[config.mk]
export PLATFORM = sky130hd
export DESIGN_NAME = bus_target_ctrl
export DESIGN_NICKNAME = d
export VERILOG_FILES = /design/src/rtl/tgt_pkg.sv /design/src/rtl/tgt_decode.sv /design/src/rtl/tgt_regfile.sv /design/src/rtl/tgt_fsm.sv /design/src/rtl/bus_target_ctrl.sv
export SDC_FILE = /design/constraint.sdc
export NUM_CORES = 1
export LEC_CHECK = 0
export BUFFER_PORTS_ARGS = -buffer_cell sky130_fd_sc_hd__buf_2
export CAP_MARGIN = 30
export CORE_ASPECT_RATIO = 1.5
export CORE_MARGIN = 1.5
export CORE_UTILIZATION = 45
export CTS_BUF_LIST = sky130_fd_sc_hd__clkbuf_8
export DETAILED_ROUTE_END_ITERATION = 8
export PLACE_DENSITY = 0.64
export REMOVE_ABC_BUFFERS = 1
export SLEW_MARGIN = 20
export SYNTH_ARGS = -nofsm -noshare
export SYNTH_HDL_FRONTEND = slang
export SYNTH_HIERARCHICAL = 1
export SYNTH_SLANG_ARGS = --single-unit
[constraint.sdc]
create_clock -name clk_i -period 2.1 [get_ports clk_i]
set_input_delay 0.105 -clock clk_i [delete_from_list [all_inputs] [get_ports clk_i]]
set_output_delay 0.105 -clock clk_i [all_outputs]
set_load 0.005 [all_outputs]
[src/rtl/tgt_pkg.sv]
package tgt_pkg;
  typedef enum logic [2:0] {
    ST_IDLE, ST_TURN, ST_WAIT, ST_XFER, ST_HOLD, ST_BACK
  } tgt_state_e;

  localparam logic [3:0] CMD_MEM_RD = 4'b0110;
  localparam logic [3:0] CMD_MEM_WR = 4'b0111;
endpackage

[src/rtl/tgt_decode.sv]
module tgt_decode #(
  parameter int               BUS_W     = 32,
  parameter int               IDX_W     = 4,
  parameter logic [BUS_W-1:0] BASE_ADDR = '0
) (
  input  logic [BUS_W-1:0] addr_i,
  input  logic [3:0]       cmd_i,
  output logic             hit_o,
  output logic             rd_o,
  output logic [IDX_W-1:0] idx_o
);
  import tgt_pkg::*;
  localparam int LSB = IDX_W + 2;

  logic cmd_ok, win_ok;

  assign cmd_ok = (cmd_i == CMD_MEM_RD) || (cmd_i == CMD_MEM_WR);
  assign win_ok = (addr_i[BUS_W-1:LSB] == BASE_ADDR[BUS_W-1:LSB]) && (addr_i[1:0] == 2'b00);
  assign hit_o  = cmd_ok && win_ok;
  assign rd_o   = (cmd_i == CMD_MEM_RD);
  assign idx_o  = addr_i[LSB-1:2];
endmodule

[src/rtl/tgt_regfile.sv]
module tgt_regfile #(
  parameter int BUS_W = 32,
  parameter int WORDS = 16,
  parameter int IDX_W = 4
) (
  input  logic               clk_i,
  input  logic               rst_ni,
  input  logic               we_i,
  input  logic [IDX_W-1:0]   idx_i,
  input  logic [BUS_W-1:0]   wdata_i,
  input  logic [BUS_W/8-1:0] be_ni,
  output logic [BUS_W-1:0]   rdata_o
);
  localparam int NBYTES = BUS_W / 8;

  logic [BUS_W-1:0] mem [WORDS];
  logic [BUS_W-1:0] lane_mask;

  for (genvar b = 0; b < NBYTES; b++) begin : g_lane
    assign lane_mask[b*8 +: 8] = {8{~be_ni[b]}};
  end

  always_ff @(posedge clk_i or negedge rst_ni) begin
    if (!rst_ni) begin
      for (int w = 0; w < WORDS; w++) mem[w] <= '0;
    end else if (we_i) begin
      mem[idx_i] <= (mem[idx_i] & ~lane_mask) | (wdata_i & lane_mask);
    end
  end

  assign rdata_o = mem[idx_i];
endmodule

[src/rtl/tgt_fsm.sv]
module tgt_fsm #(
  parameter int IDX_W     = 4,
  parameter int INIT_WAIT = 1
) (
  input  logic             clk_i,
  input  logic             rst_ni,
  input  logic             frame_ni,
  input  logic             irdy_ni,
  input  logic             hit_i,
  input  logic             rd_i,
  input  logic [IDX_W-1:0] start_idx_i,
  output logic [IDX_W-1:0] idx_o,
  output logic             we_o,
  output logic             devsel_no,
  output logic             trdy_no,
  output logic             stop_no,
  output logic             ctl_oe_o,
  output logic             ad_oe_o
);
  import tgt_pkg::*;
  localparam int WCNT_W = (INIT_WAIT > 0) ? $clog2(INIT_WAIT + 1) : 1;
  localparam logic [WCNT_W-1:0] WLOAD = WCNT_W'(INIT_WAIT - 1);

  tgt_state_e        state;
  logic              frame_q, rd_q, start, xfer, last;
  logic [WCNT_W-1:0] wcnt;
  logic [IDX_W-1:0]  idx;

  assign start = (state == ST_IDLE) && !frame_ni && frame_q;
  assign xfer  = (state == ST_XFER) && !irdy_ni;
  assign last  = (idx == {IDX_W{1'b1}});

  always_ff @(posedge clk_i or negedge rst_ni) begin
    if (!rst_ni) begin
      state   <= ST_IDLE;
      frame_q <= 1'b1;
      rd_q    <= 1'b0;
      wcnt    <= '0;
      idx     <= '0;
    end else begin
      frame_q <= frame_ni;
      unique case (state)
        ST_IDLE: if (start && hit_i) begin
          rd_q <= rd_i;
          idx  <= start_idx_i;
          wcnt <= WLOAD;
          if (rd_i)               state <= ST_TURN;
          else if (INIT_WAIT > 0) state <= ST_WAIT;
          else                    state <= ST_XFER;
        end
        ST_TURN: begin
          wcnt  <= WLOAD;
          state <= (INIT_WAIT > 0) ? ST_WAIT : ST_XFER;
        end
        ST_WAIT: begin
          if (wcnt == '0) state <= ST_XFER;
          else            wcnt  <= wcnt - 1'b1;
        end
        ST_XFER: if (xfer) begin
          if (frame_ni)  state <= ST_BACK;
          else if (last) state <= ST_HOLD;
          else           idx   <= idx + 1'b1;
        end
        ST_HOLD: if (frame_ni) state <= ST_BACK;
        ST_BACK: state <= ST_IDLE;
        default: state <= ST_IDLE;
      endcase
    end
  end

  assign idx_o     = idx;
  assign we_o      = xfer && !rd_q;
  assign devsel_no = !(state inside {ST_TURN, ST_WAIT, ST_XFER, ST_HOLD});
  assign trdy_no   = !(state == ST_XFER);
  assign stop_no   = !(((state == ST_XFER) && last) || (state == ST_HOLD));
  assign ctl_oe_o  = (state != ST_IDLE);
  assign ad_oe_o   = rd_q && ((state == ST_WAIT) || (state == ST_XFER));
endmodule

[src/rtl/bus_target_ctrl.sv]
module bus_target_ctrl #(
  parameter int               BUS_W     = 32,
  parameter int               WORDS     = 16,
  parameter int               INIT_WAIT = 1,
  parameter logic [BUS_W-1:0] BASE_ADDR = 32'h0000_1000
) (
  input  logic               clk_i,
  input  logic               rst_ni,
  input  logic               frame_ni,
  input  logic               irdy_ni,
  input  logic [BUS_W-1:0]   ad_i,
  input  logic [BUS_W/8-1:0] cbe_ni,
  output logic [BUS_W-1:0]   ad_o,
  output logic               ad_oe_o,
  output logic               devsel_no,
  output logic               trdy_no,
  output logic               stop_no,
  output logic               ctl_oe_o
);
  localparam int IDX_W = $clog2(WORDS);

  logic             hit, rd, we;
  logic [IDX_W-1:0] start_idx, idx;

  tgt_decode #(.BUS_W(BUS_W), .IDX_W(IDX_W), .BASE_ADDR(BASE_ADDR)) u_dec (
    .addr_i (ad_i),
    .cmd_i  (cbe_ni[3:0]),
    .hit_o  (hit),
    .rd_o   (rd),
    .idx_o  (start_idx)
  );

  tgt_fsm #(.IDX_W(IDX_W), .INIT_WAIT(INIT_WAIT)) u_fsm (
    .clk_i       (clk_i),
    .rst_ni      (rst_ni),
    .frame_ni    (frame_ni),
    .irdy_ni     (irdy_ni),
    .hit_i       (hit),
    .rd_i        (rd),
    .start_idx_i (start_idx),
    .idx_o       (idx),
    .we_o        (we),
    .devsel_no   (devsel_no),
    .trdy_no     (trdy_no),
    .stop_no     (stop_no),
    .ctl_oe_o    (ctl_oe_o),
    .ad_oe_o     (ad_oe_o)
  );

  tgt_regfile #(.BUS_W(BUS_W), .WORDS(WORDS), .IDX_W(IDX_W)) u_rf (
    .clk_i   (clk_i),
    .rst_ni  (rst_ni),
    .we_i    (we),
    .idx_i   (idx),
    .wdata_i (ad_i),
    .be_ni   (cbe_ni),
    .rdata_o (ad_o)
  );
endmodule

# Yosys cells after proc, flatten, opt, wreduce, memory -nomap -nowiden

Cells that the tools add are included.
Widths: inputs -> output; s select.

Output and inout bits: 37
Bits of input ports: 40
Word-level logic and storage cells: 100
Register bits after elaboration: 522

Multiplexer cells: 22
Bitwise logic cells: 9
Reduce and logical (&&, ||, !) cells: 29
Add/subtract/negate cells: 2
Equal/unequal tests: 15
Magnitude comparators: 2

Operators with widths:

| cell                | number |
|---|---|
| $bwmux 512          | 1 |
| $bmux 32 s4         | 1 |
| $demux 32 s4        | 1 |
| $mux 32             | 3 |
| $and 32x32->32      | 2 |
| $not 32->32         | 1 |
| $or 32x32->32       | 1 |
| $eq 26x7->1 const B | 1 |
| $mux 3              | 6 |
| $mux 4              | 4 |
| $pmux 3 s5          | 1 |
| $logic_and 1x1->1   | 10 |
| $ne 2x2->1 const B  | 5 |
| $reduce_and 5->1    | 2 |
| $eq 4x3->1 const B  | 2 |
| $pmux 4 s2          | 1 |
| $eq 3x2->1 const B  | 2 |
| $logic_not 1->1     | 6 |
| $reduce_bool 3->1   | 2 |
| $ge 5x5->1 const B  | 1 |
| $lt 5x1->1 const B  | 1 |
| $not 4->5           | 1 |
| $add 4x1->4 const B | 1 |
| $eq 4x4->1 const B  | 1 |
| 15 further kinds    | 22 |

# Longest topological paths before layout

Word-level depth: 7
Gate-level depth with buffers: 10
Mapped depth without buffers: 7

# Modules after synthesis

The synthesis kept the hierarchy.

By module, submodules not included:

| module      | cells an instance | seq. area each (um2) | area each (um2) | instances |
|---|---|---|---|---|
| tgt_regfile | 2326              | 12812.3              | 23714.0         | 1 |
| tgt_fsm     | 63                | 226.5                | 573.0           | 1 |
| tgt_decode  | 17                | 0.0                  | 112.6           | 1 |

# Worst setup path after synthesis

OpenSTA, ideal clock, no wires.

Kind: reg-to-reg
Start: register u_fsm.state[2]
End: register u_rf/mem[482] (netlist bit)
Library setup time: 0.133 ns
Required time: 1.967 ns
Arrival time: 2.147 ns
Setup slack: -0.180 ns
Stages on the path, launching flop included: 10
Path buffers: 3
Period minus slack after synthesis: 2.280 ns
Path through: dfrtp_1 -> and3b_1 -> buf_6 -> inv_6 -> nor3_1 -> or3b_1 -> buf_2 -> nor3_4 -> clkbuf_1 -> a21oi_1

Longest elaborated chain between the ends: 3

Ends and longest elaborated chain:

| element                       | RTL line              | source |
|---|---|---|
| start, declared               | tgt_fsm.sv:24         | `tgt_state_e state;` |
| start signal, assigned        | tgt_fsm.sv:53         | `state <= (INIT_WAIT > 0) ? ST_WAIT : ST_XFER;` |
| $eq 3x2->1                    | tgt_fsm.sv:30         | `assign xfer = (state == ST_XFER) && !irdy_ni;` |
| $logic_and 1x1->1             | tgt_fsm.sv:30         |  |
| $logic_and 1x1->1             | tgt_fsm.sv:72         | `assign we_o = xfer && !rd_q;` |
| via we                        | bus_target_ctrl.sv:22 | `logic hit, rd, we;` |
| end signal, assigned by index | tgt_regfile.sv:27     | `mem[idx_i] <= (mem[idx_i] & ~lane_mask) \| (wdata_i & lane_mask);` |
| end, declared                 | tgt_regfile.sv:16     | `logic [BUS_W-1:0] mem [WORDS];` |

The timed path passes the listed nets, and every way through them passes these cells.
A chain may end at the register's enable or synchronous reset.

# Worst setup path in the final report

Start: register u_fsm.idx[1] (netlist: u_fsm/idx_o[1])
End: output port ad_o[5]

Longest elaborated chain between the ends: 4

Ends and longest elaborated chain:

| element                                     | RTL line              | source |
|---|---|---|
| start, declared                             | tgt_fsm.sv:27         | `logic [IDX_W-1:0] idx;` |
| start signal, assigned                      | tgt_fsm.sv:45         | `idx <= start_idx_i;` |
| start signal, assigned                      | tgt_fsm.sv:62         | `else idx <= idx + 1'b1;` |
| $not 4->5 (implied by the code)             | tgt_regfile.sv:31     | `assign rdata_o = mem[idx_i];` |
| $bmux 32 s4                                 | tgt_regfile.sv:31     |  |
| $mux 32 (implied by the code) (2 in series) | tgt_regfile.sv:31     |  |
| end, declared                               | bus_target_ctrl.sv:13 | `output logic [BUS_W-1:0] ad_o,` |

No other way between the ends. The select of a mux whose other input is x is not followed.

==> impl_metrics.xml <==
<?xml version="1.0" encoding="UTF-8"?>
<metrics>
  <group name="global_route">
    <metric name="grt_max_degree" unit="">101</metric>
    <metric name="globalRouteTotalUtil" unit="%">28.8</metric>
    <metric name="grt_overflow_total" unit="">0</metric>
    <metric name="wire_length_of_the_first_global_routing_pass" unit="um">122000</metric>
    <metric name="number_of_antenna_violations_at_the_first_check_in_global_routing" unit="">1</metric>
    <metric name="grt_pass1_vias" unit="">21200</metric>
  </group>
  <group name="clocking">
    <metric name="clock_root_buffer" unit="">sky130_fd_sc_hd__clkbuf_8</metric>
    <metric name="cts_max_path_buffers" unit="">3</metric>
    <metric name="tritoncts_clock_tree" unit="">yes</metric>
    <metric name="num_cts_buffers" unit="">80</metric>
    <metric name="clk-insertion-delay-late" unit="ns">0.66</metric>
    <metric name="clkSinkCount" unit="">521</metric>
    <metric name="cts_htree_levels" unit="">3</metric>
    <metric name="clk_pin_slew" unit="ns">0.06</metric>
  </group>
  <group name="finish">
    <metric name="nNetsFinal" unit="">2779</metric>
    <metric name="final_util" unit="%">62.3</metric>
    <metric name="drive_gt1_share" unit="%">36.1</metric>
    <metric name="final_common_cell" unit="">sky130_fd_sc_hd__dfrtp_1</metric>
    <metric name="final_cell_mix" unit="">sky130_fd_sc_hd__dfrtp_1, sky130_fd_sc_hd__nor2_1, sky130_fd_sc_hd__a31oi_1</metric>
    <metric name="stdcell_count" unit="">3491</metric>
    <metric name="layout-area-overhead-vs-synth" unit="%">36.8</metric>
    <metric name="layout.filler_cells" unit="">4090</metric>
  </group>
  <group name="critical_path">
    <metric name="timing.rr.end" unit="">u_rf/mem[357]$_DFFE_PN0P_</metric>
    <metric name="critPathSlowestCell" unit="">sky130_fd_sc_hd__dfrtp_4</metric>
    <metric name="worst_path_largest_cell_delay" unit="ns">0.49</metric>
    <metric name="worst-path-max-fanout" unit="">24</metric>
    <metric name="worst-endpoint-arrival" unit="ns">2.53</metric>
    <metric name="critPathRequiredTime" unit="ns">2.00</metric>
    <metric name="rr_startpoint" unit="">u_fsm/state[2]$_DFFE_PN0P_</metric>
    <metric name="cp_cell_sequence" unit="">buf_12, buf_6, mux2i_1, a22oi_2, nand3_1, o21ai_0, buf_4, buf_2</metric>
    <metric name="element_type_at_the_critical_path_end" unit="">primary output</metric>
    <metric name="rr_worst_depth" unit="">11</metric>
    <metric name="crit_type" unit="">flop to primary output</metric>
    <metric name="startpoint_type" unit="">flop</metric>
    <metric name="r2r_setup_slack" unit="ns">-0.38</metric>
  </group>
  <group name="place">
    <metric name="hpwl" unit="um">45500</metric>
    <metric name="port-buffer-count" unit="">76</metric>
    <metric name="placed_cells" unit="">3171</metric>
    <metric name="gpl.final_weighted_congestion" unit="">0.812</metric>
  </group>
  <group name="status">
    <metric name="run_status" unit="">finished, violations left</metric>
    <metric name="failed_checks" unit="">setup timing</metric>
  </group>
  <group name="logic_synthesis">
    <metric name="synth-edff-count" unit="">0</metric>
    <metric name="yosys_register_bits" unit="">521</metric>
    <metric name="yosysWarnings" unit="">6</metric>
    <metric name="dominantRegCellSynth" unit="">sky130_fd_sc_hd__dfrtp_1</metric>
    <metric name="post-synth-top-area-fraction" unit="%">53.3</metric>
    <metric name="yosys-top-cells-area" unit="">sky130_fd_sc_hd__dfrtp_1, sky130_fd_sc_hd__mux2i_1, sky130_fd_sc_hd__nor2_1</metric>
    <metric name="netlist_cell_types" unit="">50</metric>
    <metric name="synth_cells" unit="">2406</metric>
    <metric name="synth_area" unit="um^2">24400</metric>
    <metric name="synthArstFlopShare" unit="%">100</metric>
    <metric name="synth_seq_area_share" unit="%">53.4</metric>
    <metric name="syn_area_per_cell" unit="um^2">10.1</metric>
    <metric name="netlist.top_cell.by_area" unit="">sky130_fd_sc_hd__dfrtp_1</metric>
  </group>
  <group name="timing">
    <metric name="worst_slew_slack_as_a_fraction_of_its_limit" unit="%">38.8</metric>
    <metric name="finalClockSkew" unit="ns">0.0396</metric>
    <metric name="tightestPinTransition" unit="ns">0.918</metric>
    <metric name="setup_slack" unit="ns">-0.530</metric>
    <metric name="final_hold_viol_count" unit="">0</metric>
    <metric name="timing.final.crit_share" unit="%">125</metric>
    <metric name="grt_setup_unrepaired" unit="">yes</metric>
    <metric name="totalNegativeSetupSlack" unit="ns">-73.19</metric>
    <metric name="period_needed" unit="ns">2.63</metric>
    <metric name="timing_max_transition_violations_final" unit="">0</metric>
    <metric name="maximum_achievable_frequency" unit="MHz">380</metric>
    <metric name="setup_viol" unit="">510</metric>
  </group>
  <group name="floorplanning">
    <metric name="die_area" unit="um^2">55700</metric>
    <metric name="floorplan.initialDensity" unit="%">45.5</metric>
    <metric name="core.rowCount" unit="">104</metric>
    <metric name="die_h" unit="um">288</metric>
    <metric name="ports_placed_on_the_boundary" unit="">77</metric>
    <metric name="coreArea" unit="um^2">53600</metric>
    <metric name="die_w" unit="um">193</metric>
  </group>
  <group name="power">
    <metric name="power_density" unit="nW/um^2">1600</metric>
    <metric name="overall_power" unit="uW">53300</metric>
    <metric name="p_leak" unit="uW">0.0149</metric>
    <metric name="vdd.ir_drop.worst" unit="uV">963</metric>
  </group>
  <group name="hold_path">
    <metric name="min-delay-path-class" unit="">input pin to flop</metric>
    <metric name="hold-path-cell-count" unit="">4</metric>
    <metric name="worst_hold_path.endpoint" unit="">u_rf/mem[454]$_DFFE_PN0P_</metric>
    <metric name="worstHoldStart" unit="">ad_i[6]</metric>
  </group>
  <group name="route">
    <metric name="drt-wirelength-per-cell" unit="um">25.7</metric>
    <metric name="drt-total-wl" unit="um">89800</metric>
    <metric name="drc" unit="">0</metric>
    <metric name="first_pass_iters" unit="">5</metric>
    <metric name="routed-via-count" unit="">21700</metric>
    <metric name="count_of_antenna_violating_nets_left_after_detailed_routing" unit="">0</metric>
    <metric name="vias_per_cell" unit="">6.22</metric>
    <metric name="first_iter_violations" unit="">1992</metric>
  </group>
  <group name="flow_run">
    <metric name="maxCapViolations" unit="">0</metric>
  </group>
</metrics>
cells in the mapped netlist, drive strengths merged, types with 3 or more instances:
master	n
nand3	72
dfrtp	520
a32oi	30
mux2i	257
a31oi	258
nor2b	5
buf	120
and2	5
nor3	7
nand3b	4
inv	7
a21oi	259
a22oi	126
or3	3
a41oi	3
clkbuf	88
o21ai	40
nand2	44
nor4	5
nor2	534
critical path, delay by kind of cell (launching register included):
family          cells  cell delay [ns]
flops               1             0.49
mux                 1             0.25
compound gates      2             0.23
simple gates        1             0.19
buf+inv             4             0.69
worst max path at each step:
stage	start	end	slack (ns)	cells past startpoint
floorplan	u_fsm/idx_o[1]$_DFFE_PN0P_	u_rf/mem[223]$_DFFE_PN0P_	-9.99	3
global placement	ad_i[23]	u_fsm/idx_o[2]$_DFFE_PN0P_	-0.32	10
detailed placement	ad_i[23]	u_fsm/state[1]$_DFFE_PN0P_	-0.33	9
CTS	u_fsm/idx_o[1]$_DFFE_PN0P_	ad_o[5]	-0.50	8
global route	u_fsm/idx_o[1]$_DFFE_PN0P_	ad_o[5]	-0.61	7
finish	u_fsm/idx_o[1]$_DFFE_PN0P_	ad_o[5]	-0.53	8
cell type report:
cell class / instances / area, um^2 / area share, %
Sequential cell: 521 / 13000 / 39.1
Clock inverter: 42 / 256 / 0.768
Inverter: 9 / 38.8 / 0.116
Tap cell: 689 / 862 / 2.58
Antenna cell: 1 / 2.50 / 0.00750
Timing Repair Buffer: 458 / 5460 / 16.4
Clock buffer: 103 / 1420 / 4.25
Multi-Input combinational cell: 1668 / 12300 / 36.8
stage by stage:
stage | hold WS [ns] | setup slack, ns | instance area, um^2
finish | 0.0103 | -0.530 | 33400
global route | 0.00682 | -0.612 | 33400
CTS | 0.00116 | -0.502 | 31100
detailed placement | -0.0103 | -0.327 | 27100
global placement | -0.00751 | -0.318 | 27100
floorplan | -0.191 | -9.99 | 23300
cells by family after synthesis:
group	Yosys count	synth area share [%]
AOI/OAI and AO/OA	721	19.0
and+or+nand+nor	688	12.3
DFF	521	53.4
muxes	258	10.6
buffers and inverters	217	4.54
adders and majority gates	1	0.0513
flip-flops by register name, summed over array words and instances (netlist names):
| register | count |
|---|---|
| u_rf/mem | 512 |
| u_fsm/idx_o | 4 |
| u_fsm/state | 3 |
| u_fsm/frame_q | 1 |
| u_fsm/rd_q | 1 |
where the power goes:
| part | switching [uW] | internal (uW) | total [uW] |
|---|---|---|---|
| clock network | 4090 | 4760 | 8850 |
| logic | 14400 | 12400 | 26800 |
| registers | 3140 | 14500 | 17600 |
| total | 21700 | 31600 | 53300 |
layer usage:
metal / track usage, % / wire, um
met1: 34.3 / 32200
met2: 50.0 / 44400
met3: 4.41 / 6960
met4: 14.6 / 6260
met5: 0 / 0
timing repair:
action / CTS / global route
hold endpoints to repair: 840 / 0
cloned: 24 / 31
setup buffers: 54 / 53
pin swaps: 49 / 52
gates resized for setup: 270 / 366
setup endpoints to repair: 428 / 529
hold buffers: 31 / 0
Power figures use the tool's default switching activity.
